## src/rtl/ser4_pkg.sv

```systemverilog
package ser4_pkg;

  typedef enum logic {
    MODE_SHORT = 1'b0,
    MODE_LONG  = 1'b1
  } ser_mode_e;

endpackage

```

## src/rtl/ser4_phase_counter.sv

```systemverilog
module ser4_phase_counter #(
  parameter int CNT_W = 3
) (
  input  logic             clk,
  input  logic             restart,
  output logic [CNT_W-1:0] phase_q
);

  logic [CNT_W-1:0] phase_d;

  always_comb begin
    phase_d = phase_q + {{(CNT_W-1){1'b0}}, 1'b1};
  end

  always_ff @(negedge clk or posedge restart) begin
    if (restart) phase_q <= '0;
    else         phase_q <= phase_d;
  end

endmodule

```

## src/rtl/ser4_load_gen.sv

```systemverilog
module ser4_load_gen
  import ser4_pkg::*;
#(
  parameter int CNT_W  = 3,
  parameter int LANE_W = 2
) (
  input  logic [CNT_W-1:0] phase_q,
  input  ser_mode_e        mode,
  output logic             load
);

  logic short_wrap;
  logic long_wrap;

  always_comb begin
    short_wrap = (phase_q[LANE_W-1:0] == '0);
    long_wrap  = (phase_q == '0);
    load       = (mode == MODE_LONG) ? long_wrap : short_wrap;
  end

endmodule

```

## src/rtl/ser4_shift_chain.sv

```systemverilog
module ser4_shift_chain #(
  parameter int LANES = 4
) (
  input  logic             clk,
  input  logic             load,
  input  logic [LANES-1:0] par_d,
  input  logic             casc_i,
  output logic             ser_o
);

  logic [LANES-1:0] stage_q;
  logic [LANES-1:0] stage_d;

  for (genvar i = 0; i < LANES; i++) begin : g_stage
    logic from_above;
    if (i == LANES - 1) begin : g_top
      assign from_above = casc_i;
    end else begin : g_mid
      assign from_above = stage_q[i+1];
    end
    always_comb begin
      stage_d[i] = load ? par_d[i] : from_above;
    end
  end

  always_ff @(negedge clk) begin
    stage_q <= stage_d;
  end

  assign ser_o = stage_q[0];

endmodule

```

## src/rtl/ser4_cascade.sv

```systemverilog
module ser4_cascade
  import ser4_pkg::*;
#(
  parameter int LANES = 4
) (
  input  logic             clk,
  input  logic             restart,
  input  logic             long_mode,
  input  logic [LANES-1:0] par_d,
  input  logic             casc_i,
  output logic             ser_o,
  output logic             div4_o,
  output logic             div8_o
);

  localparam int LANE_W = $clog2(LANES);
  localparam int CNT_W  = LANE_W + 1;

  logic [CNT_W-1:0] phase_q;
  logic             load;
  ser_mode_e        mode;

  assign mode = ser_mode_e'(long_mode);

  ser4_phase_counter #(.CNT_W(CNT_W)) u_phase (
    .clk     (clk),
    .restart (restart),
    .phase_q (phase_q)
  );

  ser4_load_gen #(.CNT_W(CNT_W), .LANE_W(LANE_W)) u_load (
    .phase_q (phase_q),
    .mode    (mode),
    .load    (load)
  );

  ser4_shift_chain #(.LANES(LANES)) u_chain (
    .clk    (clk),
    .load   (load),
    .par_d  (par_d),
    .casc_i (casc_i),
    .ser_o  (ser_o)
  );

  assign div4_o = phase_q[LANE_W-1];
  assign div8_o = phase_q[LANE_W];


  load_div4_low_chk: assert property (@(negedge clk) disable iff (restart)
    load |-> !div4_o);


  load_div8_low_chk: assert property (@(negedge clk) disable iff (restart)
    (load && long_mode) |-> !div8_o);


  lane0_first_chk: assert property (@(negedge clk) disable iff (restart)
    load |=> (ser_o == $past(par_d[0])));


  div4_high_hold_chk: assert property (@(negedge clk) disable iff (restart)
    $rose(div4_o) |=> div4_o);


  div4_low_hold_chk: assert property (@(negedge clk) disable iff (restart)
    $fell(div4_o) |=> !div4_o);


  div8_step_chk: assert property (@(negedge clk) disable iff (restart)
    $rose(div8_o) |-> $fell(div4_o));

endmodule

```

## config.mk

```make
export PLATFORM = sky130hd
export DESIGN_NAME = ser4_cascade
export DESIGN_NICKNAME = d
export VERILOG_FILES = /design/src/rtl/ser4_pkg.sv /design/src/rtl/ser4_phase_counter.sv /design/src/rtl/ser4_load_gen.sv /design/src/rtl/ser4_shift_chain.sv /design/src/rtl/ser4_cascade.sv
export SDC_FILE = /design/constraint.sdc
export NUM_CORES = 1
export LEC_CHECK = 0
export ABC_AREA = 1
export BUFFER_PORTS_ARGS = -buffer_cell sky130_fd_sc_hd__buf_2
export CORE_AREA = 2 2 39 41
export DETAILED_ROUTE_END_ITERATION = 7
export DIE_AREA = 0 0 41 43
export GPL_ROUTABILITY_DRIVEN = 0
export GPL_TIMING_DRIVEN = 0
export SYNTH_ARGS = -nofsm -noshare
export SYNTH_HDL_FRONTEND = slang
export SYNTH_HIERARCHICAL = 1
export SYNTH_SLANG_ARGS = --single-unit
```

## constraint.sdc

```tcl
create_clock -name clk -period 0.8 [get_ports clk]
set_input_delay 0.16 -clock clk [delete_from_list [all_inputs] [get_ports clk]]
set_output_delay 0.16 -clock clk [all_outputs]
set_load 0.02 [all_outputs]
```

==> summary.md <==
| Metric | Value |
|---|---|
| Post-synthesis cell area | 261.5 um2 |
| Slowest cell on the critical path | dfrtn_1 |
| Number of synthesized flops with an enable pin | 0 |
| Core box area | 0.001384 mm2 |
| Antenna diodes | 0 |
| Synth top area cells | dfxtp_1 (31%), dfrtn_1 (29%), nand2_1 (24%) |
| Die H | 43 um |
| Root Buffer | clkbuf_4 |
| Initial Util | 0.1890 |
| Critical Path AT | 1190 ps |
| Yosys top cell by area | dfxtp_1 |
| Peak VDD IR | 717.0 uV |
| Global Route Usage Sum | 0.07568 |
| Post-Syn Area per Cell | 7.924 um2 |
| WHS | 45.71 ps |
| Final hold violation count | 0 |
| Die Wd | 41 um |
| Inserted Clock Buffers | 3 |
| Routed wire per std cell | 6.441 um |
| Area growth from synthesis to layout | 71.77% |
| Worst R2R Start | u_phase/phase_q[1] |
| Crit Path Max Fanout | 2 |
| Cell Rows | 14 |
| Fillers | 150 |
| Post-DP HPWL | 355.5 um |
| Leakage | 0.0002509 uW |
| Clk_lat worst skew | 310 ps |
| Cell Count, Final, Fillers Out | 68 |
| Worst setup margin | -552.6 ps |
| First-pass GRT wire length | 862 um |
| Worst r2r path cells | 5 |
| Seq/Total Area, Yosys | 0.5933 |
| Worst slew pin tran | 204.1 ps |
| Reg2reg end | u_phase/phase_q[2] |
| Initial antenna violation count | 0 |
| Antenna-violating nets left | 0 |
| Max-cap violations | 0 |
| Layout cells sized above 1 | 0.4615 |
| Yosys reg bits | 7 |
| Grt total ovfl | 0 |
| CTS Sinks | 7 |
| Stages on worst setup path | 1 |
| Outcome | finished, violations left |
| DP Area | 335.3 um2 |
| Top cell type's share of synthesized area | 0.3062 |
| Slew HR | 0.8639 |
| Critical Path RT | 640 ps |
| Drt pass-1 iters | 2 |
| Max Clock Skew | 58.38 ps |
| Post-CTS Hold Buffers | 0 |
| Worst setup SP type | flop |
| PwrDens | 1948 mW/mm2 |
| Worst setup EP type | primary output |
| Vias in the first global route | 263 |
| Port bufs | 10 |
| Via Count | 237 |
| Detailed-route DRC error count | 0 |
| Post-Synthesis Cells | 33 |
| RSZ-0062 raised after global routing | yes |
| Ys Warns | 6 |
| DR vias/cell | 3.485 |
| Clock buffer depth | 2 |
| Post-synth cell types | 7 |
| Most used flip-flop cell after synthesis | dfxtp_1 |
| Count leader, synth | nand2_1 |
| Post-Route WL | 438 um |
| Largest net degree at the start of global routing | 6 |
| Post-synth ARST share | 0.4286 |
| Worst hold path class | in2async |
| Crit path buf inv count | 1 |
| Ports | 11 |
| R2R setup slack | -150 ps |
| Layout Nets | 62 |
| CP Cell Sequence | buf_6 |
| Synth top cells by count | nand2_1 (17), inv_1 (6), dfxtp_1 (4), dfrtn_1 (3) |
| Pins over their slew limit | 0 |
| Max stage delay on crit path | 420 ps |
| CP delay by family, top | flip-flops |
| Die area | 0.001763 mm2 |
| Failing checks | setup timing |
| Fin area | 449.2 um2 |
| Clock transition at path regs | 40 ps |
| Critical path class | reg2out |
| Post-Syn Nets | 42 |
| Final count of negative-setup-slack endpoints | 9 |
| CTS tree | yes |
| Dpl cells | 59 |
| Initial drt markers | 1 |
| CTS HTree Levels | 1 |
## stage by stage
| stage | power (uW) | setup TNS, ps | utilization | setup slack [ps] |
|---|---|---|---|---|
| after global placement | 442.1 | -2251 | 0.2423 | -347.7 |
| after CTS | 907.4 | -2529 | 0.3101 | -568.6 |
| after floorplan | 422.6 | -1627 | - | -276.2 |
| after detailed placement | 443.0 | -2355 | 0.2423 | -356.3 |
| after global routing | 942.3 | -2827 | 0.3246 | -583.0 |
| final | 875.2 | -2372 | 0.3246 | -552.6 |
## sequential cells by signal (all words and copies together), names as in the netlist
signal and cells:
u_phase/phase_q 3, u_chain/stage_q 4
## kinds of logic after synthesis
kind of cell	after synthesis	synth area share
adder cells (fa/ha/maj)	1	0.04784
flip-flops	7	0.5933
buffers and inverters	7	0.1005
AND/OR/NAND/NOR	18	0.2584
## repair_timing
action | CTS | global route
buffers inserted | 2 | 1
setup endpoints to repair | 9 | 9
hold endpoints to repair | 0 | 0
gates resized for setup | 8 | 7
pin swaps | 0 | 2
## report_power, final
| group | internal [uW] | switching (uW) | total (uW) |
|---|---|---|---|
| clock | 301 | 172 | 472 |
| combinational | 21.1 | 15.5 | 36.6 |
| sequential | 363 | 3.09 | 366 |
| total | 685 | 190 | 875 |
## worst max-delay path by stage
stage | startpoint | to | slack (ps)
floorplan | u_phase/phase_q[2] | div8_o | -280
global placement | u_phase/phase_q[2] | div8_o | -350
detailed placement | u_phase/phase_q[2] | div8_o | -360
CTS | u_phase/phase_q[1] | div4_o | -570
global route | u_phase/phase_q[1] | div4_o | -580
finish | u_phase/phase_q[2] | div8_o | -550
## layout make-up
class	instances	area (um2)	area share
multi-input cells	19	107.6	0.2396
repair buffers	12	83.83	0.1866
clock inverters	4	15.01	0.03343
flip-flops and latches	7	158.9	0.3538
well taps	16	20.02	0.04457
inverters	6	27.53	0.06128
clock buffers	4	36.28	0.08078
## cell usage in the layout, fill, tap and decap left out, types with 2 or more instances in the layout
cell type	count
buf_6	3
buf_2	7
nand2_1	14
inv_4	2
nand2_2	3
buf_4	2
dfxtp_1	3
clkbuf_4	3
inv_1	8
dfrtn_1	3
## layer usage
metal  GRT usage  share of wire  vias to the layer above
li1            -              -                      134
met1     0.07190           0.42                       98
met2     0.09063           0.50                        5
met3     0.06283          0.080                        0
met4     0.08000              0                        0
met5           0              0                        -
Power figures use the tool's default switching activity.
